File: config.mk
export PLATFORM = sky130hd
export DESIGN_NAME = useq_next_addr
export DESIGN_NICKNAME = d
export VERILOG_FILES = /design/src/rtl/useq_pkg.sv /design/src/rtl/useq_dispatch.sv /design/src/rtl/useq_field_rom.sv /design/src/rtl/useq_addr_mux.sv /design/src/rtl/useq_next_addr.sv
export SDC_FILE = /design/constraint.sdc
export NUM_CORES = 1
export LEC_CHECK = 0
export ABC_AREA = 1
export BUFFER_PORTS_ARGS = -buffer_cell sky130_fd_sc_hd__buf_4
export CAP_MARGIN = 20
export CORE_MARGIN = 1
export CORE_UTILIZATION = 40
export DETAILED_ROUTE_END_ITERATION = 7
export SLEW_MARGIN = 5
export SYNTH_ARGS = -nofsm -noshare
export SYNTH_HDL_FRONTEND = slang
export SYNTH_HIERARCHICAL = 1
export SYNTH_SLANG_ARGS = --single-unit
File: constraint.sdc
create_clock -name clk -period 2.53 [get_ports clk]
set_input_delay 0.253 -clock clk [delete_from_list [all_inputs] [get_ports clk]]
set_output_delay 0.253 -clock clk [all_outputs]
set_load 0.01 [all_outputs]
File: src/rtl/useq_pkg.sv
package useq_pkg;
  localparam int ST_W  = 4;
  localparam int OP_W  = 6;
  localparam int SEL_W = 2;

  typedef logic [ST_W-1:0] state_t;
  typedef logic [OP_W-1:0] op_t;

  typedef enum logic [SEL_W-1:0] {
    SEL_ZERO  = 2'd0,
    SEL_DISP1 = 2'd1,
    SEL_DISP2 = 2'd2,
    SEL_INC   = 2'd3
  } sel_t;

  localparam op_t OP_RR  = 6'b000000;
  localparam op_t OP_JMP = 6'b000010;
  localparam op_t OP_BEQ = 6'b000100;
  localparam op_t OP_ORI = 6'b001011;
  localparam op_t OP_LD  = 6'b100011;
  localparam op_t OP_ST  = 6'b101011;
endpackage

File: src/rtl/useq_dispatch.sv
module useq_dispatch
  import useq_pkg::*;
#(
  parameter int TABLE_ID = 1
) (
  input  op_t    op_i,
  output state_t tgt_o
);
  generate
    if (TABLE_ID == 1) begin : g_first
      always_comb begin
        case (op_i)
          OP_RR:   tgt_o = state_t'(6);
          OP_JMP:  tgt_o = state_t'(9);
          OP_BEQ:  tgt_o = state_t'(8);
          OP_ORI:  tgt_o = state_t'(10);
          OP_LD:   tgt_o = state_t'(2);
          OP_ST:   tgt_o = state_t'(2);
          default: tgt_o = '0;
        endcase
      end
    end else begin : g_second
      always_comb begin
        case (op_i)
          OP_LD:   tgt_o = state_t'(3);
          OP_ST:   tgt_o = state_t'(5);
          default: tgt_o = '0;
        endcase
      end
    end
  endgenerate
endmodule

File: src/rtl/useq_field_rom.sv
module useq_field_rom
  import useq_pkg::*;
(
  input  state_t           st_i,
  output logic [SEL_W-1:0] fld_o
);
  always_comb begin
    case (st_i)
      state_t'(0):  fld_o = SEL_INC;
      state_t'(1):  fld_o = SEL_DISP1;
      state_t'(2):  fld_o = SEL_DISP2;
      state_t'(3):  fld_o = SEL_INC;
      state_t'(6):  fld_o = SEL_INC;
      state_t'(10): fld_o = SEL_INC;
      default:      fld_o = SEL_ZERO;
    endcase
  end
endmodule

File: src/rtl/useq_addr_mux.sv
module useq_addr_mux
  import useq_pkg::*;
(
  input  state_t cur_i,
  input  sel_t   sel_i,
  input  state_t d1_i,
  input  state_t d2_i,
  output state_t nxt_o
);
  state_t inc;

  always_comb inc = cur_i + state_t'(1);

  always_comb begin
    unique case (sel_i)
      SEL_ZERO:  nxt_o = '0;
      SEL_DISP1: nxt_o = d1_i;
      SEL_DISP2: nxt_o = d2_i;
      SEL_INC:   nxt_o = inc;
      default:   nxt_o = '0;
    endcase
  end
endmodule

File: src/rtl/useq_next_addr.sv
module useq_next_addr
  import useq_pkg::*;
(
  input  logic             clk,
  input  logic             rst_n,
  input  logic [OP_W-1:0]  opcode,
  input  logic [SEL_W-1:0] addr_ctl,
  output logic [ST_W-1:0]  upc,
  output logic [SEL_W-1:0] seq_field
);
  logic   rst_meta, rst_q;
  state_t upc_q, upc_d;
  state_t d1_tgt, d2_tgt;
  logic   upc_en;

  // reset: asserted at once, released through two flops
  always_ff @(posedge clk or negedge rst_n) begin
    if (!rst_n) begin
      rst_meta <= 1'b0;
      rst_q    <= 1'b0;
    end else begin
      rst_meta <= 1'b1;
      rst_q    <= rst_meta;
    end
  end

  useq_dispatch #(.TABLE_ID(1)) i_disp1 (.op_i(opcode), .tgt_o(d1_tgt));
  useq_dispatch #(.TABLE_ID(2)) i_disp2 (.op_i(opcode), .tgt_o(d2_tgt));

  useq_addr_mux i_mux (
    .cur_i (upc_q),
    .sel_i (sel_t'(addr_ctl)),
    .d1_i  (d1_tgt),
    .d2_i  (d2_tgt),
    .nxt_o (upc_d)
  );

  useq_field_rom i_rom (.st_i(upc_q), .fld_o(seq_field));

  always_comb upc_en = rst_q;

  always_ff @(posedge clk or negedge rst_n) begin
    if (!rst_n)      upc_q <= '0;
    else if (upc_en) upc_q <= upc_d;
  end

  assign upc = upc_q;

  // assertions
  always @(posedge clk) begin
    if (!rst_n) p_reset_clear_r1: assert (upc == '0);
  end

  p_zero_sel_r2: assert property (@(posedge clk) disable iff (!rst_q)
    (addr_ctl == 2'd0) |=> (upc == '0));

  p_disp1_range_r3: assert property (@(posedge clk) disable iff (!rst_q)
    (addr_ctl == 2'd1) |=> (upc inside {4'd0, 4'd2, 4'd6, 4'd8, 4'd9, 4'd10}));

  p_disp2_range_r4: assert property (@(posedge clk) disable iff (!rst_q)
    (addr_ctl == 2'd2) |=> (upc inside {4'd0, 4'd3, 4'd5}));

  p_disp2_unlisted_r5: assert property (@(posedge clk) disable iff (!rst_q)
    (addr_ctl == 2'd2 && opcode != OP_LD && opcode != OP_ST) |=> (upc == '0));

  p_inc_step_r6: assert property (@(posedge clk) disable iff (!rst_q)
    (addr_ctl == 2'd3) |=> (upc == state_t'($past(upc) + 4'd1)));

  p_field_spare_r7: assert property (@(posedge clk) disable iff (!rst_q)
    (upc >= 4'd12) |-> (seq_field == 2'd0));
endmodule

### Word level (Yosys, flattened, before mapping)

Cells that the tools add are included.

| word-level totals | value |
|---|---|
| logic and storage cells | 26 |
| output and inout bits | 6 |
| input port bits | 10 |
| register bits after elaboration | 6 |

| operators by class | value |
|---|---|
| add/sub/neg operators | 1 |
| muxes and demuxes | 4 |
| eq/ne operators | 13 |
| reduce and logical (&&, ||, !) cells | 5 |

Operator list:

| cell | number |
|---|---|
| case mux 4 bit (5 select lines) | 1 |
| case mux 4 bit (4 select lines) | 1 |
| equality test 6 bit, second input constant | 2 |
| equality test 4 x 2 -> 1 bit, second input constant | 2 |
| equality test 6 x 2 -> 1 bit, second input constant | 1 |
| equality test 6 x 3 -> 1 bit, second input constant | 1 |
| equality test 6 x 4 -> 1 bit, second input constant | 1 |
| logical NOT 6 bit | 1 |
| case mux 2 bit (3 select lines) | 1 |
| case mux 3 bit (2 select lines) | 1 |
| adder 4 x 1 -> 4 bit, second input constant | 1 |
| equality test 2 bit, second input constant | 2 |
| equality test 4 x 1 -> 1 bit, second input constant | 1 |
| equality test 4 x 3 -> 1 bit, second input constant | 1 |
| equality test 4 bit, second input constant | 1 |
| logical NOT 4 bit | 1 |
| OR reduction 4 bit | 1 |
| equality test 2 x 1 -> 1 bit, second input constant | 1 |
| logical NOT 2 bit | 1 |
| OR reduction 2 bit | 1 |

### Logic depth before layout (Yosys ltp)

Gate-level depths: netlist of the first run.

| logic depth | value |
|---|---|
| depth after elaboration | 4 |
| gate-level depth with buffers | 10 |
| depth with buffers taken out | 10 |

### Cells and area by module

Netlist of the first run, hierarchy kept.

Modules (own cells, without submodules):

| module | cells an instance | times used | area an instance (sq um) | seq. area each (sq um) |
|---|---|---|---|---|
| useq_next_addr | 20 | 1 | 202.7 | 150.1 |
| useq_addr_mux | 28 | 1 | 140.1 | 0.0 |
| useq_dispatch at i_disp1 | 22 | 1 | 95.1 | 0.0 |
| useq_field_rom | 15 | 1 | 63.8 | 0.0 |
| useq_dispatch at i_disp2 | 13 | 1 | 55.1 | 0.0 |

### Least setup slack after synthesis of the first run

Ideal clock, no wire load.

| timing path | value |
|---|---|
| path type | reg-to-output |
| from | register upc_q[0], in the netlist upc[0] |
| to | output seq_field[0] |
| path slack | 1.413 ns |
| arrival | 0.864 ns |
| buffers on the path | 0 |
| stages on the path, launching flop included | 6 |
| data required time | 2.277 ns |
| path through | dfrtp_1 -> inv_1 -> nand2_2 -> nand2_1 -> nand2_1 -> nor2_1 |

| between the ends | value |
|---|---|
| longest elaborated chain between the ends | 3 |
| elaborated cells on any way between the ends | 8 |
| classes of those cells | 5 x eq/ne; 1 x mux; 2 x reduce/logical |

RTL lines:

| item | RTL line | RTL |
|---|---|---|
| start, declared | useq_next_addr.sv:12 | `state_t upc_q, upc_d;` |
| start signal, assigned | useq_next_addr.sv:44 | `else if (upc_en) upc_q <= upc_d;` |
| equality test 4 x 2 -> 1 bit, or another cell as far along | useq_field_rom.sv:8 | `case (st_i)` |
| OR reduction 4 bit (no line) | - |  |
| case mux 2 bit (3 select lines) (*) | useq_field_rom.sv:8 |  |
| end, declared | useq_next_addr.sv:9 | `output logic [SEL_W-1:0] seq_field` |

Mark *: on every way between the ends. The rest lies on a longest branch, timed or not.

### Worst setup path in the final report of the first run

Ends and elaborated chain as after synthesis.

==> out/results.ini, run 1 <==
[timing]
rsz0062_at_grt=false
min_period_ns=1.43
hold_slack_ns=0.352
slew_violations=0
setup_viol=0
setup_tns_ns=0
period_share=0.564
hold_violations=0
fmax_ghz=0.701
skew_ns=0.00145

[route]
ant_nets=0
wirelength_mm=1.18
wire_per_inst_um=9.04
drc=2
dr.pass1.iters=6
vias_per_cell=4.82
vias=632
drt_iter0_markers=25

[power_and_ir_drop]
power.share.clock=0.308
power.total_mw=0.280
pwr-share-comb=0.283
power.density_nw_per_um2=393
internal_power_mw=0.194
seqPwrFrac=0.409
ir_drop_mv=0.219
power.switching_mw=0.0856
power.leakage_nw=0.427
switching_share=0.306

[place]
placed_cell_area_sq_um=681
portBuffers=15
globalplace.congestion=0.820
dp_hpwl_um=973
place_inst=127

[worst_setup_path]
critPathMaxFanout=9
rrSetupSlack_ns=1.32
cp_cell_sequence=inv_1 -> nand2_2 -> nand2_1 -> nand2_1 -> nor2_1 -> buf_4
critical-path-max-stage-delay_ns=0.47
critPathLaunch=upc[0]
worstSetupPathType=reg2out
critPathArrivalTime_ns=1.17
r2r_start=upc[0]
slowest_stage=dfrtp_1
critPathCaptureType=primary output
start_kind=flop
critPathRequiredTime_ns=2.28
critical_path.most_common_cell=nand2_1

[synth]
seq_area_frac_synth=0.270
syn_inst=98
syn-num-nets=109
synth_seq_cells=6
yosysWarnings=6
postSynthAreaPerCell_sq_um=5.68
synth.distinct_cells=17
synth_area_sq_um=557

[die]
die_w_um=39.3
io-pin-count=16
start_util=0.428
core_area_sq_um=1300
fp-row-count=13
die_area_sq_um=1550
die_y_um=39.3

[clocking]
numClockSinks=6
clk_latency_ns=0.24
htreeDepth=1
cts_made_buffers=3
clockBufferDepth=2
cts_post_setup_buffers_inserted=0
cts_tree=done
cts.clk_slew.worst_paths_ns=0.04
ctsRootBufferMaster=clkbuf_4
cts.repair.resized=0

[finish]
num-fill-cells=154
antenna_cells=0
final_common_cell=nand2_1
final_cells=131
fin_area_sq_um=713
layout_common_cells=nand2_1 (28), nand3_1 (17), inv_1 (16)
drive_gt1_frac=0.207
area_delta_synth_final_pct=28.1
nNetsFinal=129

[global_routing]
antenna_found_initial=0
grt_pass1_vias=477
grt_max_degree=10
grt-ovfl-total=0
grt_use_total=0.175
grt_pass1_wl_mm=1.80

[worst_hold_path]
hp-class=in2async

[status]
run_status=complete, but fails checks
violations=design-rule violations

[run]
cap_violations=0

-- power groups by stage --
stage	sequential [mW]	clock (mW)	combinational [mW]
after detailed placement	0.116	0	0.0787
after floorplan	0.115	0	0.0389
after global routing	0.116	0.0957	0.0901
after CTS	0.115	0.0886	0.0803
final	0.115	0.0862	0.0792
after global placement	0.116	0	0.0771
-- cells in the mapped netlist (all sizes together) --
cell type / number / area share
buf: 1 / 0.013
conb: 2 / 0.013
xnor2: 1 / 0.016
nor2: 15 / 0.11
inv: 19 / 0.13
nand4: 1 / 0.011
nand3b: 1 / 0.013
dfrtp: 6 / 0.27
ha: 1 / 0.022
or2: 1 / 0.011
o21ai: 2 / 0.018
nand2: 30 / 0.21
o211ai: 1 / 0.013
nand3: 17 / 0.15
-- layout make-up --
class / instances / area (sq um) / share of cell area
inverter: 19 / 71.3 / 0.100
timing repair buffer: 16 / 123 / 0.172
clock buffer: 3 / 22.5 / 0.0316
multi-input combinational: 72 / 328 / 0.460
sequential: 6 / 150 / 0.211
tap: 15 / 18.8 / 0.0263
-- metal layers --
metal / routed length (um) / track usage / vias to the layer above / part of all wire
met5: 0 / 0 / - / 0
met4: 0 / 0 / 0 / 0
met3: 63 / 0.0852 / 0 / 0.053
met2: 582 / 0.338 / 19 / 0.49
met1: 538 / 0.176 / 282 / 0.45
li1: - / - / 331 / -
-- per-stage QoR --
step           utilization  setup slack (ns)
2_1_floorplan            -              1.41
3_3_place_gp         0.523              1.36
3_5_place_dp         0.523              1.34
4_1_cts              0.548              1.09
5_1_grt              0.548              1.02
6_report             0.548              1.10
-- path summary, 6_finish.rpt --
kind	cells past startpoint	endpoint
max reg2reg	5	upc[2]
min in group clk	0	rst_q
max	6	seq_field[0]
max in group asynchronous	2	upc[3]
min	2	upc[1]
min reg2reg	0	rst_q
-- state kept, by name, indices dropped and copies added, names as in the netlist --
name	cells
rst_meta	1
rst_q	1
upc	4
-- kinds of logic (layout without fill, tap and decap cells) --
family | Yosys count | count (layout) | synth area share
AOI/OAI and AO/OA | 3 | 3 | 0.0315
other | 2 | 2 | 0.0135
and+or+nand+nor | 65 | 65 | 0.506
xor gates and xnor gates | 1 | 1 | 0.0157
adders and majority gates | 1 | 1 | 0.0225
DFF | 6 | 6 | 0.270
buffers and inverters | 20 | 38 | 0.142
-- critical path: cells and delay by family, from the launching register on --
kind          cells  cell delay, ns
buf+inv           2            0.22
simple gates      4            0.24
flops             1            0.47
-- what timing repair did --
action                                 4_1_cts  5_1_grt
endpoints found under the hold margin        6        0
hold buffers                                 1        0
setup endpoints to repair                    0        0
No activity file was read; power rests on OpenSTA's default activity.
==> inputs of run 2 (changes only) <==
clock period = 1.5 ns   (was 2.53 ns; I/O delays follow)
==> run 2 against run 1 <==
The flow still finishes with violations (design-rule violations). Global-route usage decreased by 1.1 points. Clock power grew 66%. Critical endpoint unchanged. Critical path type unchanged. Flip-flop and latch count is the same.
==> out/results.ini, run 2 (synthesized netlist as in run 1, its figures left out) <==
[route]
dr.pass1.iters=6  ; unchanged
drc=2  ; unchanged
drt_iter0_markers=20  ; was 25
wirelength_mm=1.07  ; was 1.18 mm
ant_nets=0  ; unchanged
vias_per_cell=4.57  ; was 4.82
vias=599  ; was 632
wire_per_inst_um=8.18  ; was 9.04 um

[finish]
antenna_cells=0  ; unchanged
fin_area_sq_um=713  ; unchanged
final_core_util=0.548  ; unchanged
largest_reg_flops=4  ; unchanged
nNetsFinal=129  ; unchanged
area_delta_synth_final_pct=28.1  ; unchanged
layout_common_cells=nand2_1 (28), nand3_1 (17), inv_1 (16)  ; unchanged
final_common_cell=nand2_1  ; unchanged
drive_gt1_frac=0.207  ; unchanged

[place]
portBuffers=15  ; unchanged
globalplace.congestion=0.771  ; was 0.820
dp_hpwl_um=886  ; was 973 um
placed_cell_area_sq_um=681  ; unchanged

[global_routing]
grt_pass1_vias=445  ; was 477
antenna_found_initial=0  ; unchanged
grt_pass1_wl_mm=1.66  ; was 1.80 mm
grt_max_degree=10  ; unchanged
grt-ovfl-total=0  ; unchanged
grt_use_total=0.163  ; was 0.175

[status]
run_status=complete, but fails checks  ; unchanged
violations=design-rule violations  ; unchanged

[clocking]
numClockSinks=6  ; unchanged
clk_latency_ns=0.24  ; about the same
clockBufferDepth=2  ; unchanged
ctsRootBufferMaster=clkbuf_4  ; unchanged
htreeDepth=1  ; unchanged
cts_made_buffers=3  ; unchanged
cts.clk_slew.worst_paths_ns=0.04  ; about the same
cts.repair.resized=0  ; unchanged
cts_tree=done  ; unchanged

[timing]
skew_ns=0.00100  ; was 0.00145 ns
min_period_ns=1.33
slew_violations=0  ; unchanged
setup_tns_ns=0  ; unchanged
period_share=0.886
hold_violations=0  ; unchanged
fmax_ghz=0.752
setup_viol=0  ; unchanged
rsz0062_at_grt=false  ; unchanged

[die]
die_area_sq_um=1550  ; unchanged
die_y_um=39.3  ; unchanged
start_util=0.428  ; unchanged
fp-row-count=13  ; unchanged
core_area_sq_um=1300  ; unchanged
io-pin-count=16  ; unchanged
die_w_um=39.3  ; unchanged

[worst_setup_path]
worst-path-buf-inv=2  ; unchanged
cp_cell_sequence=inv_1 -> nand2_2 -> nand2_1 -> nand2_1 -> nor2_1 -> buf_4  ; unchanged
critPathMaxFanout=9  ; unchanged
cp_top_family=flip-flops  ; unchanged
critPathArrivalTime_ns=1.18  ; was 1.17 ns
critical-path-max-stage-delay_ns=0.46  ; was 0.47 ns
critPathRequiredTime_ns=1.35  ; was 2.28 ns
slowest_stage=dfrtp_1  ; unchanged
worstSetupPathType=reg2out  ; unchanged
critical_path.most_common_cell=nand2_1  ; unchanged
critPathCaptureType=primary output  ; unchanged
start_kind=flop  ; unchanged

[power_and_ir_drop]
ir_drop_mv=0.341  ; was 0.219 mV
power.leakage_nw=0.427  ; unchanged
power.density_nw_per_um2=656  ; was 393 nW/um^2

[run]
cap_violations=0  ; unchanged

[worst_hold_path]
hp-class=in2async  ; unchanged

run 2: path summary, 6_finish.rpt:
check                            startpoint      endpoint  slack, ns  cells after the start
worst max register to register       upc[0]        upc[2]       0.35                      5
worst min register to register     rst_meta         rst_q       0.34                      0
min in group clk                addr_ctl[1]        upc[1]       0.30                      5
worst max-delay path                 upc[0]  seq_field[0]       0.17                      6
worst min-delay path                  rst_n        upc[3]       0.25                      2
max in group asynchronous             rst_n         rst_q       1.13                      2
run 2: where the power goes:
| part | internal (mW) | switching, mW |
|---|---|---|
| clock | 0.0901 | 0.0528 |
| combinational | 0.0650 | 0.0672 |
| sequential | 0.173 | 0.0200 |
| total | 0.328 | 0.140 |
run 2: repair_timing:
action                                 CTS  global route
endpoints found under the hold margin    6             0
hold buffers                             1             0
buffers inserted                         0             0
run 2: per-layer routing:
| layer | up-vias | wire length [um] | GRT usage |
|---|---|---|---|
| met5 | - | 0 | 0 |
| met4 | 0 | 0 | 0.0517 |
| met3 | 0 | 60 | 0.0682 |
| met2 | 24 | 494 | 0.279 |
| met1 | 240 | 517 | 0.181 |
| li1 | 335 | - | - |
run 2: cell type report:
type / count / area, sq um
fill: 150 / 588
multi-input combinational: 72 / 328
sequential: 6 / 150
timing repair buffer: 16 / 123
inverter: 19 / 71.3
clock buffer: 3 / 22.5
tap: 15 / 18.8
run 2: stage by stage:
stage	hold slack [ns]	setup WS, ns	cells	total power, mW
after floorplan	-0.146	0.398	98	0.260
after detailed placement	-0.0395	0.352	127	0.327
after CTS	0.241	0.151	131	0.481
after global routing	0.259	0.0558	131	0.513
after global placement	-0.0399	0.390	127	0.324
final	0.255	0.171	131	0.468
